`src/rtl/rom_rd_pkg.sv`:
```
package rom_rd_pkg;

  typedef enum logic [1:0] {
    ST_IDLE   = 2'd0,
    ST_HOLD   = 2'd1,
    ST_ACCESS = 2'd2
  } rd_state_e;

  function automatic int unsigned cdiv(int unsigned n, int unsigned d);
    return (n + d - 1) / d;
  endfunction

  function automatic int unsigned umax(int unsigned a, int unsigned b);
    return (a > b) ? a : b;
  endfunction

endpackage

```
`src/rtl/rom_dev_decode.sv`:
```
module rom_dev_decode #(
  parameter int unsigned N_DEV = 4,
  parameter int unsigned DEV_W = 2
) (
  input  logic [DEV_W-1:0] dev_i,
  output logic [N_DEV-1:0] sel_oh_o
);

  for (genvar g = 0; g < N_DEV; g++) begin : g_sel
    assign sel_oh_o[g] = (dev_i == DEV_W'(g));
  end

  always_comb begin
    assert ($countones(sel_oh_o) <= 1) else $error("AST_DEC_ONEHOT");
  end

endmodule

```
`src/rtl/rom_turn_guard.sv`:
```
module rom_turn_guard #(
  parameter int unsigned DEV_W     = 2,
  parameter int unsigned FLOAT_CYC = 3
) (
  input  logic             clk_i,
  input  logic             rst_ni,
  input  logic             release_i,
  input  logic [DEV_W-1:0] rel_dev_i,
  input  logic [DEV_W-1:0] cand_dev_i,
  output logic             ok_o
);

  localparam int unsigned GW = $clog2(FLOAT_CYC + 2);

  logic [GW-1:0]    gcnt_q;
  logic [DEV_W-1:0] last_q;
  logic             has_q;

  always_ff @(posedge clk_i or negedge rst_ni) begin
    if (!rst_ni) begin
      gcnt_q <= '0;
      last_q <= '0;
      has_q  <= 1'b0;
    end else if (release_i) begin
      gcnt_q <= GW'(FLOAT_CYC);
      last_q <= rel_dev_i;
      has_q  <= 1'b1;
    end else if (gcnt_q != '0) begin
      gcnt_q <= gcnt_q - 1'b1;
    end
  end

  // a start on this edge lands FLOAT_CYC edges after the release edge
  assign ok_o = !has_q || (cand_dev_i == last_q) || (gcnt_q <= GW'(1));

  AST_GUARD_BOUND: assert property (@(posedge clk_i) disable iff (!rst_ni)
    gcnt_q <= GW'(FLOAT_CYC)) else $error("AST_GUARD_BOUND");

endmodule

```
`src/rtl/rom_rd_seq.sv`:
```
module rom_rd_seq
  import rom_rd_pkg::*;
#(
  parameter int unsigned ACC_CYC = 7,
  parameter int unsigned OE_DLY  = 3
) (
  input  logic clk_i,
  input  logic rst_ni,
  input  logic req_i,
  input  logic ok_i,
  output logic idle_o,
  output logic accept_o,
  output logic start_o,
  output logic sample_o,
  output logic oe_n_o
);

  localparam int unsigned CW = $clog2(ACC_CYC + 1);

  rd_state_e     st_q;
  logic [CW-1:0] cnt_q;

  always_comb begin
    idle_o   = (st_q == ST_IDLE);
    accept_o = idle_o && req_i;
    start_o  = (accept_o && ok_i) || ((st_q == ST_HOLD) && ok_i);
    sample_o = (st_q == ST_ACCESS) && (cnt_q == CW'(ACC_CYC));
  end

  always_ff @(posedge clk_i or negedge rst_ni) begin
    if (!rst_ni) begin
      st_q  <= ST_IDLE;
      cnt_q <= '0;
    end else begin
      unique case (st_q)
        ST_IDLE: begin
          if (req_i) begin
            if (ok_i) begin
              st_q  <= ST_ACCESS;
              cnt_q <= CW'(1);
            end else begin
              st_q  <= ST_HOLD;
            end
          end
        end
        ST_HOLD: begin
          if (ok_i) begin
            st_q  <= ST_ACCESS;
            cnt_q <= CW'(1);
          end
        end
        ST_ACCESS: begin
          if (sample_o) begin
            st_q  <= ST_IDLE;
            cnt_q <= '0;
          end else begin
            cnt_q <= cnt_q + 1'b1;
          end
        end
        default: begin
          st_q  <= ST_IDLE;
          cnt_q <= '0;
        end
      endcase
    end
  end

  always_ff @(posedge clk_i or negedge rst_ni) begin
    if (!rst_ni) begin
      oe_n_o <= 1'b1;
    end else if (sample_o) begin
      oe_n_o <= 1'b1;
    end else if (start_o && (OE_DLY == 0)) begin
      oe_n_o <= 1'b0;
    end else if ((st_q == ST_ACCESS) && (cnt_q == CW'(OE_DLY))) begin
      oe_n_o <= 1'b0;
    end
  end

  AST_CNT_RANGE: assert property (@(posedge clk_i) disable iff (!rst_ni)
    cnt_q <= CW'(ACC_CYC)) else $error("AST_CNT_RANGE");
  AST_OE_IN_ACCESS: assert property (@(posedge clk_i) disable iff (!rst_ni)
    !oe_n_o |-> (st_q == ST_ACCESS)) else $error("AST_OE_IN_ACCESS");
  AST_NO_REQ_EFFECT: assert property (@(posedge clk_i) disable iff (!rst_ni)
    (st_q == ST_ACCESS) && !sample_o |=> (st_q == ST_ACCESS)) else $error("AST_NO_REQ_EFFECT");

endmodule

```
`src/rtl/rom_rd_ctrl.sv`:
```
module rom_rd_ctrl
  import rom_rd_pkg::*;
#(
  parameter int unsigned DATA_W   = 8,
  parameter int unsigned DEV_AW   = 17,
  parameter int unsigned N_DEV    = 4,
  parameter int unsigned DEV_W    = $clog2(N_DEV),
  parameter int unsigned CLK_PS   = 10000,
  parameter int unsigned T_ACC_PS = 70000,
  parameter int unsigned T_CE_PS  = 70000,
  parameter int unsigned T_OE_PS  = 35000,
  parameter int unsigned T_DF_PS  = 30000
) (
  input  logic                    clk_i,
  input  logic                    rst_ni,
  input  logic                    req_i,
  input  logic [DEV_AW+DEV_W-1:0] addr_i,
  output logic [DATA_W-1:0]       rdata_o,
  output logic                    ready_o,
  output logic [DEV_AW-1:0]       rom_addr_o,
  output logic [N_DEV-1:0]        ce_n_o,
  output logic                    oe_n_o,
  input  logic [DATA_W-1:0]       dq_i
);

  localparam int unsigned ACC_CYC   = umax(1, cdiv(umax(T_ACC_PS, T_CE_PS), CLK_PS));
  localparam int unsigned OE_RAW    = umax(1, cdiv(T_OE_PS, CLK_PS));
  localparam int unsigned OE_CYC    = (OE_RAW > ACC_CYC) ? ACC_CYC : OE_RAW;
  localparam int unsigned OE_DLY    = ACC_CYC - OE_CYC;
  localparam int unsigned FLOAT_CYC = cdiv(T_DF_PS, CLK_PS);
  localparam int unsigned QW        = $clog2(FLOAT_CYC + 2);

  logic             idle, accept, start, sample, ok;
  logic [DEV_W-1:0] dev_q, cand_dev;
  logic [N_DEV-1:0] sel_oh;

  assign cand_dev = idle ? addr_i[DEV_AW+DEV_W-1:DEV_AW] : dev_q;

  rom_dev_decode #(.N_DEV(N_DEV), .DEV_W(DEV_W)) u_dec (
    .dev_i    (cand_dev),
    .sel_oh_o (sel_oh)
  );

  rom_turn_guard #(.DEV_W(DEV_W), .FLOAT_CYC(FLOAT_CYC)) u_guard (
    .clk_i      (clk_i),
    .rst_ni     (rst_ni),
    .release_i  (sample),
    .rel_dev_i  (dev_q),
    .cand_dev_i (cand_dev),
    .ok_o       (ok)
  );

  rom_rd_seq #(.ACC_CYC(ACC_CYC), .OE_DLY(OE_DLY)) u_seq (
    .clk_i    (clk_i),
    .rst_ni   (rst_ni),
    .req_i    (req_i),
    .ok_i     (ok),
    .idle_o   (idle),
    .accept_o (accept),
    .start_o  (start),
    .sample_o (sample),
    .oe_n_o   (oe_n_o)
  );

  always_ff @(posedge clk_i or negedge rst_ni) begin
    if (!rst_ni) begin
      dev_q      <= '0;
      rom_addr_o <= '0;
    end else if (accept) begin
      dev_q      <= addr_i[DEV_AW+DEV_W-1:DEV_AW];
      rom_addr_o <= addr_i[DEV_AW-1:0];
    end
  end

  always_ff @(posedge clk_i or negedge rst_ni) begin
    if (!rst_ni) begin
      ce_n_o <= '1;
    end else if (sample) begin
      ce_n_o <= '1;
    end else if (start) begin
      ce_n_o <= ~sel_oh;
    end
  end

  always_ff @(posedge clk_i or negedge rst_ni) begin
    if (!rst_ni) begin
      ready_o <= 1'b0;
      rdata_o <= '0;
    end else begin
      ready_o <= sample;
      if (sample) rdata_o <= dq_i;
    end
  end

  // independent turnaround watch: idle cycles since the bus was last released
  logic [QW-1:0]    quiet_q;
  logic [N_DEV-1:0] last_pat_q;

  always_ff @(posedge clk_i or negedge rst_ni) begin
    if (!rst_ni) begin
      quiet_q    <= '0;
      last_pat_q <= '1;
    end else if (&ce_n_o) begin
      if (quiet_q < QW'(FLOAT_CYC)) quiet_q <= quiet_q + 1'b1;
    end else begin
      quiet_q    <= '0;
      last_pat_q <= ce_n_o;
    end
  end

  AST_CE_ONEHOT: assert property (@(posedge clk_i) disable iff (!rst_ni)
    $countones(~ce_n_o) <= 1) else $error("AST_CE_ONEHOT");
  AST_OE_WITH_CE: assert property (@(posedge clk_i) disable iff (!rst_ni)
    !oe_n_o |-> !(&ce_n_o)) else $error("AST_OE_WITH_CE");
  AST_READY_PULSE: assert property (@(posedge clk_i) disable iff (!rst_ni)
    ready_o |=> !ready_o) else $error("AST_READY_PULSE");
  AST_RELEASE_AT_READY: assert property (@(posedge clk_i) disable iff (!rst_ni)
    ready_o |-> ((&ce_n_o) && oe_n_o)) else $error("AST_RELEASE_AT_READY");
  AST_TURNAROUND: assert property (@(posedge clk_i) disable iff (!rst_ni)
    ((&$past(ce_n_o)) && !(&ce_n_o) && !(&last_pat_q) && (ce_n_o != last_pat_q))
      |-> (quiet_q >= QW'(FLOAT_CYC))) else $error("AST_TURNAROUND");
  AST_RDATA_HOLD: assert property (@(posedge clk_i) disable iff (!rst_ni)
    !ready_o |-> $stable(rdata_o)) else $error("AST_RDATA_HOLD");

endmodule

```
`config.mk`:
```
export PLATFORM = sky130hd
export DESIGN_NAME = rom_rd_ctrl
export DESIGN_NICKNAME = d
export VERILOG_FILES = /design/src/rtl/rom_rd_pkg.sv /design/src/rtl/rom_dev_decode.sv /design/src/rtl/rom_turn_guard.sv /design/src/rtl/rom_rd_seq.sv /design/src/rtl/rom_rd_ctrl.sv
export SDC_FILE = /design/constraint.sdc
export NUM_CORES = 1
export LEC_CHECK = 0
export ABC_CLOCK_PERIOD_IN_PS = 3050
export BUFFER_PORTS_ARGS = -buffer_cell sky130_fd_sc_hd__buf_4
export CELL_PAD_IN_SITES_DETAIL_PLACEMENT = 1
export CELL_PAD_IN_SITES_GLOBAL_PLACEMENT = 2
export CORE_UTILIZATION = 33
export CTS_CLUSTER_SIZE = 12
export DETAILED_ROUTE_END_ITERATION = 6
export GPL_ROUTABILITY_DRIVEN = 0
export PLACE_DENSITY_LB_ADDON = 0.1
export SLEW_MARGIN = 20
export SYNTH_ARGS = -nofsm -noshare
export SYNTH_HDL_FRONTEND = slang
export SYNTH_HIERARCHICAL = 1
export SYNTH_SLANG_ARGS = --single-unit
```
`constraint.sdc`:
```
create_clock -name clk_i -period 3.05 [get_ports clk_i]
set_clock_uncertainty 0.1 [all_clocks]
set_input_delay 0.1525 -clock clk_i [delete_from_list [all_inputs] [get_ports clk_i]]
set_output_delay 0.1525 -clock clk_i [all_outputs]
set_load 0.005 [all_outputs]
```
==> reports/metrics.yaml, run 1 <==
hold_path:
  hold_class: "primary input to flop"
  hold_depth: 3
  min_to: "u_seq/st_q[1]"
  hp-start: "req_i"
worst_setup_path:
  crit_path_end_kind: "flop"
  reg2reg_from: "u_seq/st_q[1]"
  worst-r2r-cell-count: 7
  crit_type: "flop to flop"
  reg2reg_to: "ce_n_o[3]"
  cp.arrival_ps: 2590
  crit_fanout: 9
  r2r_setup_slack_ps: 590
  start_kind: "flop"
  required_ps: 3180
global_route:
  grt_pass1_wl_um: 7270
  grt_start_max_net_pins: 45
  grt_antenna_before_repair: 0
  grt.overflow.total: 0
  grt_usage: 0.156
  grt_pass1_vias: 1460
synthesis:
  ys_seq_area_frac: 0.569
  synth_area_leaders: "dfrtp_1, mux2_2, mux2_4"
  ys_top_cells_by_count: "dfrtp_1, mux2_2, mux2_4"
  syn_area_sq_mm: 0.00195
  synth-seq-cells: 44
  syn_avg_cell_area_sq_um: 14.4
  synth_enable_flop_cells: 0
  synth_top_area_cell: "dfrtp_1"
  syn_inst: 135
  synth.net_count: 171
  yosys_warnings: 6
  synth_ff_type: "dfrtp_1"
  synth.most_common_cell: "dfrtp_1"
  async_reset_ff_frac: 1.00
  post_synth_num_cell_types: 37
  synth_top_area_frac: 0.501
finish:
  drive_gt1_frac: 0.487
  num_antenna_cells: 0
  area_growth_pct: 44.7
  nets: 263
drt:
  drc_errors: 0
  drtIter0Drc: 44
  highest_layer: "met4"
  first_pass_iters: 4
  viasPerCell: 4.62
  route.met3.wl_um: 215
  ant_nets: 0
  wl_met2_um: 2290
  wirelength_met1_um: 1730
  wire_per_inst_um: 14.4
  num_vias: 1387
  wl_um: 4310
sta:
  setup_viol: 0
  fmax_ghz: 0.406
  slew_violations: 0
  whs_ps: 160
  min_period_ps: 2460
  fin_tns_setup_ps: 0
  layout_worst_path_cycle_share: 0.808
  rsz0062_at_grt: "false"
  slew_headroom: 0.458
  tightestPinTransition_ps: 813
  hold_viol: 0
clocking:
  htree_num_levels: 2
  clkSinkCount: 44
  cts_tree: "built"
  post_cts_buffers: 0
  clkLatencyLatePin_ps: 300
  clk_path_buf_depth: 2
  cts_resized: 0
  cts-root-buf: "clkbuf_8"
  cts_hold_buf: 28
  cts_made_buffers: 5
  path_clk_slew_ps: 80
run:
  max_cap_violations: 0
power:
  seqPwrFrac: 0.406
  p_sw_frac: 0.319
  p_clk_frac: 0.138
  p_comb_frac: 0.456
  pwr_density_cell_mw_per_mm2: 927
  power_switching_w: 0.000832
  p_int_w: 0.00178
  ir_worst_vdd_mv: 0.368
  p_leak_nw: 1.34
status:
  status: "complete, no violations"
die:
  die_h_um: 78.8
  core_sq_mm: 0.00561
  die-area_sq_mm: 0.00621
  fp.dieW_um: 78.8
  num_rows: 27
  io_pins: 61
  start_util: 0.347
placed_design:
  portBuffers: 60
  hpwl_um: 2930
layer usage:
layer	track usage	vias up
li1	-	644
met1	0.188	695
met2	0.263	41
met3	0.0368	7
met4	0.0709	0
met5	0	-
cell families (layout without fill, tap and decap cells):
| family | count (synthesis) | in the layout | synth area share |
|---|---|---|---|
| compound gates | 13 | 13 | 0.0501 |
| mux | 33 | 33 | 0.209 |
| fa+ha+maj | 6 | 6 | 0.0386 |
| flops | 44 | 44 | 0.569 |
| simple gates | 28 | 28 | 0.0887 |
| buf+inv | 8 | 101 | 0.0315 |
| xor+xnor | 3 | 3 | 0.0135 |
how the worst max path moves through the flow:
stage / start / endpoint / cells past startpoint
finish: u_seq/st_q[1] / ce_n_o[3] / 7
global route: u_seq/st_q[1] / ce_n_o[2] / 7
CTS: u_seq/st_q[1] / ce_n_o[3] / 7
detailed placement: u_seq/st_q[1] / ce_n_o[0] / 7
global placement: u_seq/st_q[1] / ce_n_o[1] / 7
floorplan: u_seq/st_q[1] / ce_n_o[0] / 8
cell usage in the layout, fill, tap and decap left out, drive strengths merged, types with 2 or more instances in the layout:
cell         instances
buf                 61
dfrtp               39
mux2                31
dlygate4sd3         28
or2                  7
ha                   6
a21o                 5
dfstp                5
clkbuf               5
nor2                 5
nand2                4
clkinv               4
inv                  3
xor2                 2
a21oi                2
mux2i                2
nor3b                2
and2                 2
nand2b               2
a31o                 2
worst max-delay path, cell delays in order, from the launching register on:
cell and delay (ps):
dfrtp_1 470, nor2_1 240, mux2_2 410, xor2_1 150
o221ai_1 220, and3_1 310, or2_2 310, a21o_1 180
through the flow:
step	total power [W]	setup slack (ps)	instance area [sq um]	utilization	cells
after detailed placement	0.00225	586	2450	0.437	264
final	0.00261	586	2820	0.502	300
after CTS	0.00266	580	2820	0.502	300
after global placement	0.00219	720	2450	0.437	264
after floorplan	0.00178	813	1950	-	135
after global routing	0.00283	397	2820	0.502	300
power groups by stage:
stage,sequential (W),clock [W],combinational [W]
6_report,0.00106,0.000360,0.00119
3_5_place_dp,0.00107,0,0.00118
5_1_grt,0.00110,0.000414,0.00131
2_1_floorplan,0.00104,0,0.000732
4_1_cts,0.00106,0.000385,0.00121
3_3_place_gp,0.00105,0,0.00113
state kept, by name, summed over array words and instances (netlist names):
name and count:
ce_n_o 4, dev_q 2, rdata_o 8, ready_o 1, rom_addr_o 17, u_guard/gcnt_q 3
u_guard/has_q 1, u_guard/last_q 2, u_seq/cnt_q 3, u_seq/oe_n_o 1, u_seq/st_q 2
layout make-up:
type                       count  area [sq um]
fill                         595          2790
timing repair buffer          89           738
clock buffer                   5          68.8
inverter                       4          15.0
multi-input combinational     83           778
sequential                    44          1110
clock inverter                 3          18.8
tap                           72          90.1
No activity file was read; power rests on OpenSTA's default activity.
==> inputs of run 2 (changes only) <==
--- a/config.mk
+++ b/config.mk
@@ -5,11 +5,12 @@
 export SDC_FILE = /design/constraint.sdc
 export NUM_CORES = 1
 export LEC_CHECK = 0
-export ABC_CLOCK_PERIOD_IN_PS = 3050
+export ABC_AREA = 1
+export ABC_CLOCK_PERIOD_IN_PS = 2300
 export BUFFER_PORTS_ARGS = -buffer_cell sky130_fd_sc_hd__buf_4
 export CELL_PAD_IN_SITES_DETAIL_PLACEMENT = 1
 export CELL_PAD_IN_SITES_GLOBAL_PLACEMENT = 2
-export CORE_UTILIZATION = 33
+export CORE_UTILIZATION = 29
 export CTS_CLUSTER_SIZE = 12
 export DETAILED_ROUTE_END_ITERATION = 6
 export GPL_ROUTABILITY_DRIVEN = 0
==> constraint.sdc (replaced) <==
create_clock -name clk_i -period 2.3 [get_ports clk_i]
set_clock_uncertainty 0.1 [all_clocks]
set_input_delay 0.115 -clock clk_i [delete_from_list [all_inputs] [get_ports clk_i]]
set_output_delay 0.115 -clock clk_i [all_outputs]
set_load 0.005 [all_outputs]
==> run 2 against run 1 <==
  * Worst setup slack got worse by 270 ps
  * Worst hold slack worse by 130 ps
  * Cell count is 34% higher
==> reports/metrics.yaml, run 2 <==
status:
  status: "complete, no violations"
worst_setup_path:
  cp.arrival_ps: 2080
  slowest_stage: "dfrtp_1"
  cp_cell_sequence: "nor2_2, nand2_1, o21ai_1, inv_1, nand2_1, nand2_1, nand2_1, nand3_1, or2_1, nand2_2, nand2_1, nand2_1, inv_1"
  reg2reg_from: "u_seq/st_q[1]"
  crit_type: "flop to flop"
  crit_start: "u_seq/st_q[1]"
  start_kind: "flop"
  crit_fanout: 6
  crit_path_end_kind: "flop"
  path_buf_inv: 2
  cp_slowest_stage_delay_ps: 430
  required_ps: 2400
  cp_common_cell: "nand2_1"
  cp_top_family: "simple AND/OR/NAND/NOR gates"
synthesis:
  synth_top_area_cell: "dfrtp_1"
  synth_area_leaders: "dfrtp_1, nand2_1, inv_1"
  yosys_warnings: 6
  synth_enable_flop_cells: 0
  synth_xor_area_frac: 0.00437
  synth_top_family_by_area: "simple AND/OR/NAND/NOR gates"
  synth.most_common_cell: "nand2_1"
  synth.net_count: 269
  synth-seq-cells: 44
  syn_avg_cell_area_sq_um: 8.59
  synthSimpleGateAreaFrac: 0.208
  ys_seq_area_frac: 0.553
  muxShareOfSynthArea: 0
  synth_compound_area_frac: 0.0813
  syn_area_sq_mm: 0.00200
  synth_ff_type: "dfrtp_1"
  async_reset_ff_frac: 1.00
  ys_top_cells_by_count: "nand2_1, dfrtp_1, inv_1"
  post_synth_num_cell_types: 24
  synthAdderAreaFrac: 0.0375
  synth_top_area_frac: 0.488
  syn_inst: 233
hold_path:
  hp-start: "req_i"
  hold_class: "primary input to flop"
drt:
  wire_per_inst_um: 11.3
  ant_nets: 0
  viasPerCell: 4.31
  drtIter0Drc: 20
  num_vias: 1731
  drc_errors: 0
  first_pass_iters: 3
  wl_um: 4530
clocking:
  clkSinkCount: 44
  cts-root-buf: "clkbuf_8"
  clkLatencyLatePin_ps: 300
  cts_tree: "built"
  clk_path_buf_depth: 2
  htree_num_levels: 2
  cts_made_buffers: 5
  path_clk_slew_ps: 80
die:
  num_rows: 29
  die_h_um: 85.1
  core_sq_mm: 0.00649
  fp.dieW_um: 85.1
  start_util: 0.308
  io_pins: 61
  die-area_sq_mm: 0.00724
sta:
  whs_ps: 33.6
  slew_violations: 0
  fin_tns_setup_ps: 0
  setup_viol: 0
  layout_worst_path_cycle_share: 0.862
  hold_viol: 0
  tightestPinTransition_ps: 555
  min_period_ps: 1980
  slew_headroom: 0.630
  fmax_ghz: 0.504
  rsz0062_at_grt: "false"
finish:
  nFillCells: 783
  area_growth_pct: 44.9
  final_common_cell: "nand2_1"
  drive_gt1_frac: 0.268
  top_regs: "rom_addr_o x17, rdata_o x8, ce_n_o x4"
  nets: 360
  largest_reg_flops: 17
  regMostFlops: "rom_addr_o"
  final_util: 0.447
  num_antenna_cells: 0
  final_cell_mix: "nand2_1, buf_4, inv_1, dfrtp_1, dlygate4sd3_1"
  finalInstanceArea_sq_mm: 0.00290
power:
  ir_worst_vdd_mv: 0.414
  p_leak_nw: 1.52
  pwr_density_cell_mw_per_mm2: 1200
global_route:
  grt_antenna_before_repair: 0
  grt_start_max_net_pins: 45
  grt_usage: 0.139
  grt_pass1_vias: 1756
  grt_pass1_wl_um: 7960
  grt.overflow.total: 0
placed_design:
  portBuffers: 60
  hpwl_um: 3130
  dpl_cell_area_sq_mm: 0.00249
run:
  max_cap_violations: 0
[run 2: changes by cell type after synthesis, sizes merged, moves of 4 or more]
cell,previous run,this run
a21o,5,0
or2,7,2
o21ai,1,30
nand2,4,86
nor2,5,10
nand3,0,4
mux2,31,0
inv,3,42
[run 2: logic make-up (layout without fill, tap and decap cells)]
| logic type | Yosys count | in the layout |
|---|---|---|
| AND/OR/NAND/NOR | 103 | 103 |
| buffers and inverters | 48 | 140 |
| flip-flops | 44 | 44 |
| AO/OA/AOI/OAI | 31 | 31 |
| adder cells (fa/ha/maj) | 6 | 6 |
| XOR/XNOR | 1 | 1 |
[run 2: layout make-up]
class | count | area, sq um | area share
flip-flops and latches | 44 | 1110 | 0.382
repair buffers | 90 | 746 | 0.257
multi-input cells | 141 | 668 | 0.230
inverters | 42 | 158 | 0.0543
clock buffers | 7 | 96.3 | 0.0332
well taps | 77 | 96.3 | 0.0332
clock inverters | 1 | 30.0 | 0.0103
[run 2: worst paths after layout]
check                                  to  slack [ps]  cells past startpoint
max                        u_seq/cnt_q[0]         320                     13
min                         u_seq/st_q[1]          30                      3
max reg2reg                u_seq/cnt_q[0]         320                     13
min reg2reg                  u_seq/oe_n_o         370                      2
max in group asynchronous   rom_addr_o[2]        1470                      2
min in group asynchronous      rdata_o[1]         250                      2
[run 2: through the flow]
step,instances,power (W),setup slack (ps)
CTS,402,0.00355,161
global route,402,0.00383,65.5
detailed placement,366,0.00283,188
global placement,366,0.00281,261
finish,402,0.00348,317
floorplan,233,0.00221,490
[run 2: power by group]
group | leakage [nW] | internal (W) | total, W | switching [W]
clock network | 0.0645 | 0.000383 | 0.000649 | 0.000265
logic | 0.932 | 0.000705 | 0.00147 | 0.000761
registers | 0.526 | 0.00116 | 0.00136 | 0.000203
[run 2: repair_timing]
action	in CTS	in global routing
setup buffers	0	0
setup endpoints to repair	0	5
hold buffers	28	0
gates resized for setup	0	3
endpoints found under the hold margin	66	0
[run 2: layer usage]
layer / share of wire / global-route usage
met3: 0.040 / 0.0282
met2: 0.47 / 0.236
met4: 0.013 / 0.0555
met5: 0 / 0
met1: 0.48 / 0.172
[run 2: worst reg2reg max path, delay by kind of cell, from the launching register on]
family | cells | cell delay, ps
buffers and inverters | 2 | 100
and+or+nand+nor | 10 | 1010
DFF | 1 | 430
AOI/OAI and AO/OA | 1 | 220
